### src/rtl/icyc_pkg.sv
package icyc_pkg;
  localparam int OPC_W = 4;

  localparam logic [OPC_W-1:0] OP_OPR   = 4'h1;
  localparam logic [OPC_W-1:0] OP_LOAD  = 4'h2;
  localparam logic [OPC_W-1:0] OP_STORE = 4'h3;
  localparam logic [OPC_W-1:0] OP_JUMP  = 4'h4;
  localparam logic [OPC_W-1:0] OP_HALT  = 4'hF;

  typedef enum logic [3:0] {
    ST_FA, ST_FR, ST_FW, ST_FI, ST_DEC, ST_EVAL,
    ST_OR, ST_OW, ST_EXEC, ST_STR, ST_SW
  } st_t;

  typedef enum logic [2:0] {
    PH_FETCH = 3'd0, PH_DECODE = 3'd1, PH_EVAL = 3'd2,
    PH_OPND = 3'd3, PH_EXEC = 3'd4, PH_STORE = 3'd5
  } ph_t;

  typedef enum logic [2:0] {
    K_OPR, K_LOAD, K_STORE, K_JUMP, K_HALT, K_NOP
  } kind_t;

  typedef struct packed {
    kind_t kind;
    logic  need_ea;
    logic  need_opnd;
    logic  need_store;
  } dec_t;

  typedef struct packed {
    logic mar_pc;
    logic mar_ea;
    logic mdr_mem;
    logic mdr_st;
    logic ir_ld;
    logic pc_inc;
    logic pc_ea;
  } ld_t;
endpackage

### src/rtl/icyc_decode.sv
module icyc_decode
  import icyc_pkg::*;
(
  input  logic [OPC_W-1:0] opcode,
  output dec_t             dec
);
  always_comb begin
    dec = '{kind: K_NOP, need_ea: 1'b0, need_opnd: 1'b0, need_store: 1'b1};
    case (opcode)
      OP_OPR:   dec.kind = K_OPR;
      OP_LOAD:  begin dec.kind = K_LOAD;  dec.need_ea = 1'b1; dec.need_opnd = 1'b1; end
      OP_STORE: begin dec.kind = K_STORE; dec.need_ea = 1'b1; end
      OP_JUMP:  begin dec.kind = K_JUMP;  dec.need_ea = 1'b1; dec.need_store = 1'b0; end
      OP_HALT:  begin dec.kind = K_HALT;  dec.need_store = 1'b0; end
      default:  ;
    endcase
  end
endmodule

### src/rtl/icyc_regs.sv
module icyc_regs
  import icyc_pkg::*;
#(
  parameter int AW = 16,
  parameter int DW = 16,
  parameter int EW = 9
) (
  input  logic          clk,
  input  logic          rst,
  input  logic [AW-1:0] reset_vec,
  input  ld_t           ld,
  input  logic [DW-1:0] mem_rdata,
  input  logic [DW-1:0] st_data,
  output logic [AW-1:0] mar,
  output logic [DW-1:0] mdr,
  output logic [DW-1:0] ir,
  output logic [AW-1:0] pc
);
  localparam int XW = AW - EW;

  logic [AW-1:0] ea;
  assign ea = pc + {{XW{ir[EW-1]}}, ir[EW-1:0]};

  always_ff @(posedge clk) begin
    if (rst) begin
      pc  <= reset_vec;
      mar <= '0;
      mdr <= '0;
      ir  <= '0;
    end else begin
      if (ld.pc_inc)       pc <= pc + AW'(1);
      else if (ld.pc_ea)   pc <= mar;
      if (ld.mar_pc)       mar <= pc;
      else if (ld.mar_ea)  mar <= ea;
      if (ld.mdr_mem)      mdr <= mem_rdata;
      else if (ld.mdr_st)  mdr <= st_data;
      if (ld.ir_ld)        ir <= mdr;
    end
  end

  // fetch steps the program counter by exactly one
  a_r2_pc_step: assert property (@(posedge clk) disable iff (rst)
    ($past(ld.pc_inc) && !$past(rst)) |-> (pc == $past(pc) + AW'(1)));
  // a jump takes the address register into the program counter
  a_r8_jump_target: assert property (@(posedge clk) disable iff (rst)
    ($past(ld.pc_ea) && !$past(rst)) |-> (pc == $past(mar)));
  a_r2_ld_excl: assert property (@(posedge clk) disable iff (rst)
    $onehot0({ld.mar_pc, ld.mar_ea, ld.mdr_mem, ld.mdr_st, ld.ir_ld, ld.pc_ea}));
endmodule

### src/rtl/icyc_ctrl.sv
module icyc_ctrl
  import icyc_pkg::*;
(
  input  logic       clk,
  input  logic       rst,
  input  logic       start,
  input  logic       halt_req,
  input  logic       mem_ready,
  input  dec_t       dec,
  output ld_t        ld,
  output logic       mem_req,
  output logic       mem_we,
  output logic       alu_en,
  output logic       reg_we,
  output logic [2:0] phase,
  output logic       running
);
  st_t  state, nxt;
  logic run, halt_pend, stop_now, halt_op;

  assign stop_now = (state == ST_FA) && run && (halt_pend || halt_req);
  assign halt_op  = (state == ST_EXEC) && (dec.kind == K_HALT);

  always_comb begin
    nxt     = state;
    ld      = '0;
    mem_req = 1'b0;
    mem_we  = 1'b0;
    alu_en  = 1'b0;
    reg_we  = 1'b0;
    case (state)
      ST_FA: if (run && !stop_now) begin
        ld.mar_pc = 1'b1;
        ld.pc_inc = 1'b1;
        nxt       = ST_FR;
      end
      ST_FR: begin mem_req = 1'b1; nxt = ST_FW; end
      ST_FW: if (mem_ready) begin ld.mdr_mem = 1'b1; nxt = ST_FI; end
      ST_FI: begin ld.ir_ld = 1'b1; nxt = ST_DEC; end
      ST_DEC: nxt = dec.need_ea ? ST_EVAL : ST_EXEC;
      ST_EVAL: begin
        ld.mar_ea = 1'b1;
        nxt       = dec.need_opnd ? ST_OR : ST_EXEC;
      end
      ST_OR: begin mem_req = 1'b1; nxt = ST_OW; end
      ST_OW: if (mem_ready) begin ld.mdr_mem = 1'b1; nxt = ST_EXEC; end
      ST_EXEC: begin
        case (dec.kind)
          K_OPR:   alu_en    = 1'b1;
          K_STORE: ld.mdr_st = 1'b1;
          K_JUMP:  ld.pc_ea  = 1'b1;
          default: ;
        endcase
        nxt = dec.need_store ? ST_STR : ST_FA;
      end
      ST_STR: begin
        if (dec.kind == K_STORE) begin
          mem_req = 1'b1;
          mem_we  = 1'b1;
          nxt     = ST_SW;
        end else begin
          reg_we = (dec.kind == K_OPR) || (dec.kind == K_LOAD);
          nxt    = ST_FA;
        end
      end
      ST_SW: if (mem_ready) nxt = ST_FA;
      default: nxt = ST_FA;
    endcase
  end

  always_ff @(posedge clk) begin
    if (rst) begin
      state     <= ST_FA;
      run       <= 1'b1;
      halt_pend <= 1'b0;
    end else begin
      state <= nxt;
      if (halt_op || stop_now) begin
        run       <= 1'b0;
        halt_pend <= 1'b0;
      end else if (!run) begin
        if (start && !halt_req) run <= 1'b1;
      end else if (halt_req) begin
        halt_pend <= 1'b1;
      end
    end
  end

  always_comb begin
    case (state)
      ST_DEC:          phase = PH_DECODE;
      ST_EVAL:         phase = PH_EVAL;
      ST_OR, ST_OW:    phase = PH_OPND;
      ST_EXEC:         phase = PH_EXEC;
      ST_STR, ST_SW:   phase = PH_STORE;
      default:         phase = PH_FETCH;
    endcase
  end
  assign running = run;

  // request is a single-cycle strobe
  a_r4_req_pulse: assert property (@(posedge clk) disable iff (rst)
    mem_req |=> !mem_req);
  // a wait phase holds until memory answers
  a_r4_wait_hold: assert property (@(posedge clk) disable iff (rst)
    ((state == ST_FW || state == ST_OW || state == ST_SW) && !mem_ready) |=> (state == $past(state)));
  // phases only rise inside an instruction
  a_r3_phase_order: assert property (@(posedge clk) disable iff (rst)
    (phase != $past(phase)) |-> (phase == PH_FETCH || phase > $past(phase)));
  // nothing is issued while halted
  a_r9_halted_quiet: assert property (@(posedge clk) disable iff (rst)
    !run |-> (!mem_req && !reg_we && !alu_en));
  // execute pulse only in the execute phase
  a_r13_alu_phase: assert property (@(posedge clk) disable iff (rst)
    alu_en |-> (phase == PH_EXEC));
  // write qualifier never without a request
  a_r7_we_with_req: assert property (@(posedge clk) disable iff (rst)
    mem_we |-> mem_req);
endmodule

### src/rtl/icyc_seq.sv
module icyc_seq
  import icyc_pkg::*;
#(
  parameter int AW = 16,
  parameter int DW = 16,
  parameter int EW = 9
) (
  input  logic          clk,
  input  logic          rst,
  input  logic [AW-1:0] reset_vec,
  input  logic          start,
  input  logic          halt_req,
  output logic          mem_req,
  output logic          mem_we,
  output logic [AW-1:0] mem_addr,
  output logic [DW-1:0] mem_wdata,
  input  logic [DW-1:0] mem_rdata,
  input  logic          mem_ready,
  input  logic [DW-1:0] st_data,
  output logic [DW-1:0] ir_out,
  output logic [AW-1:0] pc_out,
  output logic [2:0]    phase,
  output logic          running,
  output logic          alu_en,
  output logic          reg_we
);
  localparam int OPLO = DW - OPC_W;

  dec_t dec;
  ld_t  ld;
  logic [DW-1:0] ir;

  icyc_decode u_dec (
    .opcode (ir[DW-1:OPLO]),
    .dec    (dec)
  );

  icyc_ctrl u_ctrl (
    .clk       (clk),
    .rst       (rst),
    .start     (start),
    .halt_req  (halt_req),
    .mem_ready (mem_ready),
    .dec       (dec),
    .ld        (ld),
    .mem_req   (mem_req),
    .mem_we    (mem_we),
    .alu_en    (alu_en),
    .reg_we    (reg_we),
    .phase     (phase),
    .running   (running)
  );

  icyc_regs #(.AW(AW), .DW(DW), .EW(EW)) u_regs (
    .clk       (clk),
    .rst       (rst),
    .reset_vec (reset_vec),
    .ld        (ld),
    .mem_rdata (mem_rdata),
    .st_data   (st_data),
    .mar       (mem_addr),
    .mdr       (mem_wdata),
    .ir        (ir),
    .pc        (pc_out)
  );

  assign ir_out = ir;
endmodule

### config.mk
export PLATFORM = sky130hd
export DESIGN_NAME = icyc_seq
export DESIGN_NICKNAME = d
export VERILOG_FILES = /design/src/rtl/icyc_pkg.sv /design/src/rtl/icyc_decode.sv /design/src/rtl/icyc_regs.sv /design/src/rtl/icyc_ctrl.sv /design/src/rtl/icyc_seq.sv
export SDC_FILE = /design/constraint.sdc
export NUM_CORES = 1
export LEC_CHECK = 0
export BUFFER_PORTS_ARGS = -buffer_cell sky130_fd_sc_hd__buf_2
export CAP_MARGIN = 20
export CORE_ASPECT_RATIO = 1.2
export CORE_MARGIN = 5
export CORE_UTILIZATION = 53
export CTS_CLUSTER_DIAMETER = 50
export DETAILED_ROUTE_END_ITERATION = 8
export PLACE_DENSITY = 0.84
export SLEW_MARGIN = 20
export SYNTH_ARGS = -nofsm -noshare
export SYNTH_HDL_FRONTEND = slang
export SYNTH_SLANG_ARGS = --single-unit
### constraint.sdc
create_clock -name clk -period 2.75 [get_ports clk]
set_input_delay 0.275 -clock clk [delete_from_list [all_inputs] [get_ports clk]]
set_output_delay 0.275 -clock clk [all_outputs]
set_load 0.02 [all_outputs]
-- Word level (Yosys, flattened, before mapping)
Index checks and enable logic that the tools add are counted.
- equal/unequal tests: 23
- add/subtract/negate cells: 2
- reductions and logical operators: 24
- muxes and demuxes: 39
- operators with widths (cell ; count):
    16-bit 2-to-1 mux ; 7
    4-bit one-hot mux with 11 select lines ; 1
    4-bit 2-to-1 mux ; 8
    3-bit one-hot mux with 5 select lines ; 2
    4-bit by 3-bit equality test with 1-bit output (second input constant) ; 5
    1-bit 2-to-1 mux ; 20
    16-bit by 1-bit adder with 16-bit output (second input constant) ; 1
    16-bit adder ; 1
    4-bit by 2-bit equality test with 1-bit output (second input constant) ; 4
    4-bit equality test (second input constant) ; 4
    2-bit OR reduction ; 6
    4-bit by 1-bit equality test with 1-bit output (second input constant) ; 2
    2-bit inequality test (second input constant) ; 4
    3-bit by 2-bit equality test with 1-bit output (second input constant) ; 2
    1-bit logical AND ; 5
    4-bit logical NOT ; 1
    4-bit AND reduction ; 1
    2-bit nonzero test ; 2
    3-bit by 1-bit equality test with 1-bit output (second input constant) ; 1
    3-bit equality test (second input constant) ; 1
    3-bit logical NOT ; 1
    1-bit logical OR ; 3
    3-bit nonzero test ; 1
    3-bit OR reduction ; 1
    3 further kinds ; 4
- output and inout port bits: 72
- register bits after elaboration: 70
- bits of input ports: 53

-- Logic depth before layout (Yosys ltp)
Gate-level depths: netlist of the first run.
- depth after elaboration: 9
- depth in mapped cells: 9

-- Hierarchy
From an unflattened synthesis of the first run, not the netlist that was laid out.
- cell total of the unflattened synthesis: 537
- area total of the unflattened synthesis: 4475.5 um^2
- by module, submodules not included (module ; cells each ; instances ; area an instance (um^2)):
    icyc_regs ; 439 ; 1 ; 3824.9
    icyc_ctrl ; 85 ; 1 ; 561.8
    icyc_decode ; 13 ; 1 ; 88.8

-- Worst setup path after synthesis of the first run
Ideal clock, no wire load.
- kind: reg2reg
- start: reg u_regs.pc[0]
- end: reg u_regs.mar[12]
- arrival time: 2.223 ns
- cell stages (with the launch flop): 10
- required time: 2.664 ns
- slack: 0.442 ns
- cell sequence: edfxtp_1 -> ha_1 -> inv_1 -> fa_1 -> nor2b_1 -> o31a_1 -> o221a_2 -> o41ai_2 -> xor2_1 -> a211oi_1
- cells in the longest elaborated chain, start to end: 3
- RTL lines (what ; line ; source):
    from (decl) ; icyc_regs.sv:17 ; output logic [AW-1:0] pc
    from (signal assigned) ; icyc_regs.sv:26 ; pc <= reset_vec;
    from (signal assigned) ; icyc_regs.sv:31 ; if (ld.pc_inc) pc <= pc + AW'(1);
    from (signal assigned) ; icyc_regs.sv:32 ; else if (ld.pc_ea) pc <= mar;
    16-bit adder ; icyc_regs.sv:22 ; assign ea = pc + {{XW{ir[EW-1]}}, ir[EW-1:0]};
    16-bit 2-to-1 mux ; icyc_regs.sv:34 ; else if (ld.mar_ea) mar <= ea;
    16-bit 2-to-1 mux ; icyc_regs.sv:33 ; if (ld.mar_pc) mar <= pc;
    to (signal assigned) ; icyc_regs.sv:33 ;
    to (decl) ; icyc_regs.sv:14 ; output logic [AW-1:0] mar,
No other way between the ends. The select of a mux whose other input is x is not followed.
A chain may end at the register's enable or synchronous reset.

-- Worst setup path after layout of the first run
- start: reg u_regs.ir[8]
- end: reg u_regs.mar[15]
- cells in the longest elaborated chain, start to end: 3
- RTL lines (what ; line ; source):
    from (decl) ; icyc_regs.sv:16 ; output logic [DW-1:0] ir,
    from (signal assigned) ; icyc_regs.sv:37 ; if (ld.ir_ld) ir <= mdr;
    16-bit adder ; icyc_regs.sv:22 ;
    16-bit 2-to-1 mux ; icyc_regs.sv:34 ;
    16-bit 2-to-1 mux ; icyc_regs.sv:33 ;
No other way between the ends. The select of a mux whose other input is x is not followed.

==> impl_metrics.env, run 1 <==
export IMPL_grt_use_met1_pct=31.2
export IMPL_cts_sinks=70
export IMPL_pre_cts_ws_ns=0.326
export IMPL_cts_buffers=9
export IMPL_yosys_cell_types_count=66
export IMPL_setup_slack_ns=0.285
export IMPL_drtIter0Drc=263
export IMPL_holdBufCountCts=0
export IMPL_final_cell_area_sq_mm=0.00523
export IMPL_overflow=0
export IMPL_drc_errors=0
export IMPL_routabilityCongestion=0.960
export IMPL_max_freq_mhz=406
export IMPL_io_buffers=124
export IMPL_grt_pass1_wl_um=20200
export IMPL_wl_per_cell_um=16.6
export IMPL_hold_class="in -> reg"
export IMPL_ys_seq_area_share_pct=35.8
export IMPL_min_from="halt_req"
export IMPL_fin_worst_skew_ns=0.0127
export IMPL_ys_flop_type="dfxtp_1"
export IMPL_ctsResizeCount=0
export IMPL_slew_violations=0
export IMPL_grt_util_met3_pct=4.11
export IMPL_yosys_area_top_type="dfxtp_1"
export IMPL_final_common_cell="buf_2"
export IMPL_initial_core_util_pct=54.1
export IMPL_ys_ff_latch=70
export IMPL_dp_hpwl_um=9450
export IMPL_max_vdd_ir_drop_v=0.000291
export IMPL_period_share_pct=89.7
export IMPL_fin_total_pwr_uw=2700
export IMPL_nets=725
export IMPL_totalWireLength_um=12500
export IMPL_synthTopCellsByArea="dfxtp_1 25%, edfxtp_1 11%, nand2_1 8.2%"
export IMPL_cts_tree="done"
export IMPL_max_slew_margin_pct=54.5
export IMPL_slowest_stage="dfxtp_1"
export IMPL_synth_edf_count=16
export IMPL_worstSetupStartpoint="u_regs.ir[8]$_SDFFE_PP0P_"
export IMPL_placed_area_sq_mm=0.00504
export IMPL_num_vias=4513
export IMPL_critPathCaptureType="register"
export IMPL_syn_nets=615
export IMPL_max_cap_viol_count=0
export IMPL_ant_nets=0
export IMPL_status="completed"
export IMPL_critPathMaxFanout=15
export IMPL_syn_area_sq_mm=0.00436
export IMPL_synth_top_cell_area_share_pct=24.8
export IMPL_grt_pass1_vias=4218
export IMPL_drive_above_1_share_pct=25.6
export IMPL_period_minus_slack_ns=2.47
export IMPL_fillers=696
export IMPL_fp_dieH_um=109
export IMPL_clk_pin_slew_ns=0.08
export IMPL_drtPass1Iterations=5
export IMPL_cp_required_ns=2.99
export IMPL_clock_latency_ns=0.37
export IMPL_io_pins=125
export IMPL_worstPathArrival_ns=2.71
export IMPL_top_usage_layer="met2"
export IMPL_finalSetupViolations=0
export IMPL_track_usage_pct=24.8
export IMPL_crit_type="reg -> reg"
export IMPL_die_area_sq_mm=0.0102
export IMPL_crit_chain="ha_1 -> a21oi_1 -> o21ai_1 -> nor4_1 -> a311o_1 -> o311ai_1 -> o211ai_1"
export IMPL_cellLeakagePower_uw=0.00222
export IMPL_num_rows=36
export IMPL_p_per_area_mw_per_mm2=517
export IMPL_antenna_found_initial=0
export IMPL_syn_inst=545
export IMPL_rsz0062_at_grt="false"
export IMPL_final_cell_mix="124 x buf_2, 95 x nand2_1, 60 x a21oi_1"
export IMPL_n_antenna_cell=0
export IMPL_met2_usage_pct=42.1
export IMPL_async_flop_share_pct=0
export IMPL_tns_ns=0
export IMPL_post_cts_setup_buffers=0
export IMPL_coreArea_sq_mm=0.00806
export IMPL_areaGrowthSynthToFinish_pct=19.8
export IMPL_htree_levels=3
export IMPL_clk_path_buf_depth=2
export IMPL_die_w_um=92.8
export IMPL_hold_viol=0
export IMPL_cts_root_buf="clkbuf_8"
export IMPL_reg2reg_from="u_regs.ir[8]$_SDFFE_PP0P_"
export IMPL_syn_avg_cell_area_sq_um=8.01
export IMPL_grt_max_degree=34
export IMPL_max_stage_delay_ns=0.69
export IMPL_viasPerCell=5.98
export IMPL_synth_yosys_warnings=0
export IMPL_start_kind="register"
export IMPL_worst_pin_slew_ns=0.680
-- power by group --
part	internal [uW]	total (uW)	leakage (uW)	switching, uW
Sequential	1140	1240	0.000603	107
Combinational	267	651	0.00152	384
Clock	347	806	0.0000978	459
Total	1750	2700	0.00222	950
-- metal layers --
| metal | share of wire [%] | up-vias |
|---|---|---|
| li1 | - | 2216 |
| met1 | 41 | 2085 |
| met2 | 49 | 187 |
| met3 | 7.8 | 25 |
| met4 | 2.4 | 0 |
| met5 | 0 | - |
-- cell usage after synthesis, drive strengths merged (3+ instances only) --
| cell | instances |
|---|---|
| dfxtp | 54 |
| nand2 | 95 |
| mux2i | 3 |
| xnor2 | 15 |
| a311oi | 3 |
| a211oi | 8 |
| o21a | 4 |
| a21oi | 60 |
| nand3 | 16 |
| o21ai | 34 |
| a21o | 7 |
| nor3 | 10 |
| nor2b | 5 |
| o22ai | 5 |
| a22oi | 23 |
| mux2 | 5 |
| a31oi | 6 |
| a21boi | 4 |
| buf | 16 |
| nor2 | 34 |
| clkbuf | 21 |
| and3 | 10 |
| edfxtp | 16 |
| o211ai | 4 |
| xor2 | 7 |
| or2 | 3 |
| ha | 16 |
| inv | 10 |
| nand3b | 3 |
| nand4 | 5 |
-- metrics by stage --
stage / instances / hold WS [ns] / utilization [%]
global placement: 739 / 0.443 / 62.6
finish: 755 / 0.166 / 64.8
floorplan: 545 / 0.417 / -
CTS: 755 / 0.164 / 64.8
detailed placement: 739 / 0.455 / 62.6
global route: 755 / 0.188 / 64.8
-- kinds of logic after synthesis --
logic type,Yosys count,share of synthesized area [%]
AND/OR/NAND/NOR,200,21.8
AO/OA/AOI/OAI,180,26.4
flip-flops,70,35.8
buffers and inverters,48,4.64
XOR/XNOR,22,4.42
adder cells (fa/ha/maj),17,5.05
multiplexers,8,1.98
-- path summary, 6_finish.rpt --
path	endpoint	slack [ns]	cells after the start
max	u_regs.mar[15]$_SDFFE_PP0P_	0.28	7
min	u_ctrl.halt_pend$_SDFFE_PP0P_	0.17	3
max reg2reg	u_regs.mar[15]$_SDFFE_PP0P_	0.28	7
min reg2reg	u_regs.ir[10]$_SDFFE_PP0P_	0.46	2
-- registers in the layout, indices dropped and copies added, names as in the netlist --
signal,cells
u_ctrl.state,4
u_regs.pc,16
u_regs.ir,16
u_ctrl.halt_pend,1
u_ctrl.running,1
u_regs.mdr,16
u_regs.mar,16
-- cell type report --
cell class | count | area, sq um | area share, %
clock buffers | 9 | 124 | 2.37
clock inverters | 7 | 58.8 | 1.12
inverters | 11 | 41.3 | 0.790
multi-input cells | 427 | 2600 | 49.7
flip-flops and latches | 70 | 1560 | 29.9
well taps | 95 | 119 | 2.27
repair buffers | 136 | 723 | 13.8
-- critical path, delay by kind of cell, from the launching register on --
kind                       cells  cell delay (ns)
AOI/OAI and AO/OA              5             1.18
adders and majority gates      1             0.38
DFF                            1             0.69
and+or+nand+nor                1             0.10
No activity file was read; power rests on OpenSTA's default activity.
==> inputs of run 2 (changes only) <==
Settings changed: PLACE_DENSITY 0.84 to 0.77.
==> run 2 against run 1 <==
Wire length rose by 1.9%. Die area did not move. Count of clock-buffer cells in the layout rose by 2. Clock skew fell by 0.0024 ns. Flip-flop and latch count did not move. Via count barely moved. Register-to-register slack got worse by 0.05 ns. Clock power rose by 18%. First-iteration DRC count rose by 29%. Critical path type unchanged. Critical endpoint is now u_regs.mar[12]$_SDFFE_PP0P_. Largest power group unchanged. Highest routed layer unchanged.
==> impl_metrics.env, run 2 (same netlist as run 1, synthesis figures left out) <==
export IMPL_status="completed"
export IMPL_fillers=715
export IMPL_post_cts_setup_buffers=0
export IMPL_worst_r2r_endpoint="u_regs.mar[12]$_SDFFE_PP0P_"
export IMPL_period_minus_slack_ns=2.51
export IMPL_areaGrowthSynthToFinish_pct=20.0
export IMPL_drc_errors=0
export IMPL_worstPathArrival_ns=2.76
export IMPL_slew_violations=0
export IMPL_num_vias=4514
export IMPL_io_pins=125
export IMPL_coreArea_sq_mm=0.00806
export IMPL_ant_nets=0
export IMPL_max_slew_margin_pct=56.4
export IMPL_drive_above_1_share_pct=25.2
export IMPL_reg2reg_slack_ns=0.24
export IMPL_finish_utilization_pct=65.0
export IMPL_cts_root_buf="clkbuf_8"
export IMPL_rsz0062_at_grt="false"
export IMPL_reg2reg_from="u_regs.pc[0]$_DFFE_PP_"
export IMPL_cts_tree="done"
export IMPL_critPathCaptureType="register"
export IMPL_p_per_area_mw_per_mm2=543
export IMPL_setup_slack_ns=0.236
export IMPL_pre_cts_ws_ns=0.325
export IMPL_critPathMaxFanout=6
export IMPL_worstHoldPathCells=3
export IMPL_ff2ff_path_depth=9
export IMPL_cellLeakagePower_uw=0.00222
export IMPL_min_from="halt_req"
export IMPL_fin_worst_skew_ns=0.0104
export IMPL_drtPass1Iterations=5
export IMPL_routabilityCongestion=0.964
export IMPL_die_area_sq_mm=0.0102
export IMPL_num_rows=36
export IMPL_grt_pass1_vias=4326
export IMPL_worst_pin_slew_ns=0.652
export IMPL_crit_type="reg -> reg"
export IMPL_nets=721
export IMPL_track_usage_pct=25.0
export IMPL_fp_dieH_um=109
export IMPL_clk_path_buf_depth=2
export IMPL_grt_max_degree=29
export IMPL_clock_latency_ns=0.35
export IMPL_io_buffers=124
export IMPL_htree_levels=3
export IMPL_period_share_pct=91.4
export IMPL_clk_pin_slew_ns=0.08
export IMPL_max_vdd_ir_drop_v=0.000311
export IMPL_hold_class="in -> reg"
export IMPL_holdBufCountCts=0
export IMPL_cts_sinks=70
export IMPL_initial_core_util_pct=54.1
export IMPL_antenna_found_initial=0
export IMPL_wl_per_cell_um=17.0
export IMPL_viasPerCell=6.01
export IMPL_min_to="u_ctrl.halt_pend$_SDFFE_PP0P_"
export IMPL_finalSetupViolations=0
export IMPL_die_w_um=92.8
export IMPL_tns_ns=0
export IMPL_grt_pass1_wl_um=20600
export IMPL_totalWireLength_um=12800
export IMPL_max_cap_viol_count=0
export IMPL_start_kind="register"
export IMPL_drtIter0Drc=338
export IMPL_dp_hpwl_um=9300
export IMPL_overflow=0
export IMPL_ctsResizeCount=0
export IMPL_cts_buffers=9
export IMPL_max_freq_mhz=398
export IMPL_final_common_cell="buf_2"
export IMPL_n_antenna_cell=0
export IMPL_final_cell_mix="124 x buf_2, 95 x nand2_1, 60 x a21oi_1"
export IMPL_cp_required_ns=3.00
export IMPL_hold_viol=0
-- run 2: cell count changes in the layout (fill, tap and decap cells not counted), sizes merged --
cell,delta
buf,-4
bufinv,+1
clkbuf,+2
inv,-6
clkinv,+3
-- run 2: layout make-up --
cell class,instances,area (sq um),area share (%)
multi-input combinational,427,2600,49.6
clock inverter,5,61.3,1.17
sequential,70,1560,29.8
tap,95,119,2.27
inverter,11,41.3,0.788
timing repair buffer,132,681,13.0
clock buffer,11,174,3.32
-- run 2: metal layers --
metal	vias up	routed length [um]	global-route usage (%)
met2	180	6320	44.5
met1	2103	5320	30.1
met4	0	281	9.74
met3	27	858	4.31
met5	-	0	0
li1	2204	-	-
-- run 2: stage by stage --
stage	cell area, sq um	std cells	hold WS, ns	total power [uW]
after floorplan	4360	545	0.417	1690
after global placement	5000	735	0.445	1890
after detailed placement	5000	735	0.456	1910
final	5240	751	0.195	2840
after CTS	5240	751	0.179	2850
after global routing	5240	751	0.190	2980
-- run 2: how the worst max path moves through the flow --
stage,from,endpoint,slack [ns]
global route,u_regs.ir[8]$_SDFFE_PP0P_,u_regs.mar[15]$_SDFFE_PP0P_,0.11
CTS,u_regs.pc[0]$_DFFE_PP_,u_regs.mar[12]$_SDFFE_PP0P_,0.27
global placement,u_regs.ir[8]$_SDFFE_PP0P_,u_regs.mar[15]$_SDFFE_PP0P_,0.43
floorplan,u_regs.pc[0]$_DFFE_PP_,u_regs.mar[12]$_SDFFE_PP0P_,0.44
detailed placement,u_regs.ir[8]$_SDFFE_PP0P_,u_regs.mar[15]$_SDFFE_PP0P_,0.33
finish,u_regs.pc[0]$_DFFE_PP_,u_regs.mar[12]$_SDFFE_PP0P_,0.24
-- run 2: worst max-delay path, stage by stage, from the launching register on --
cell,delay [ns]
edfxtp_1,0.49
ha_1,0.26
inv_1,0.07
fa_1,0.20
nor2b_1,0.07
o31a_1,0.27
o221a_2,0.28
o41ai_2,0.35
xor2_1,0.14
a211oi_1,0.28
-- run 2: where the power goes --
group	internal, uW	switching [uW]
logic	256	393
clock network	534	417
registers	1140	104
total	1930	914
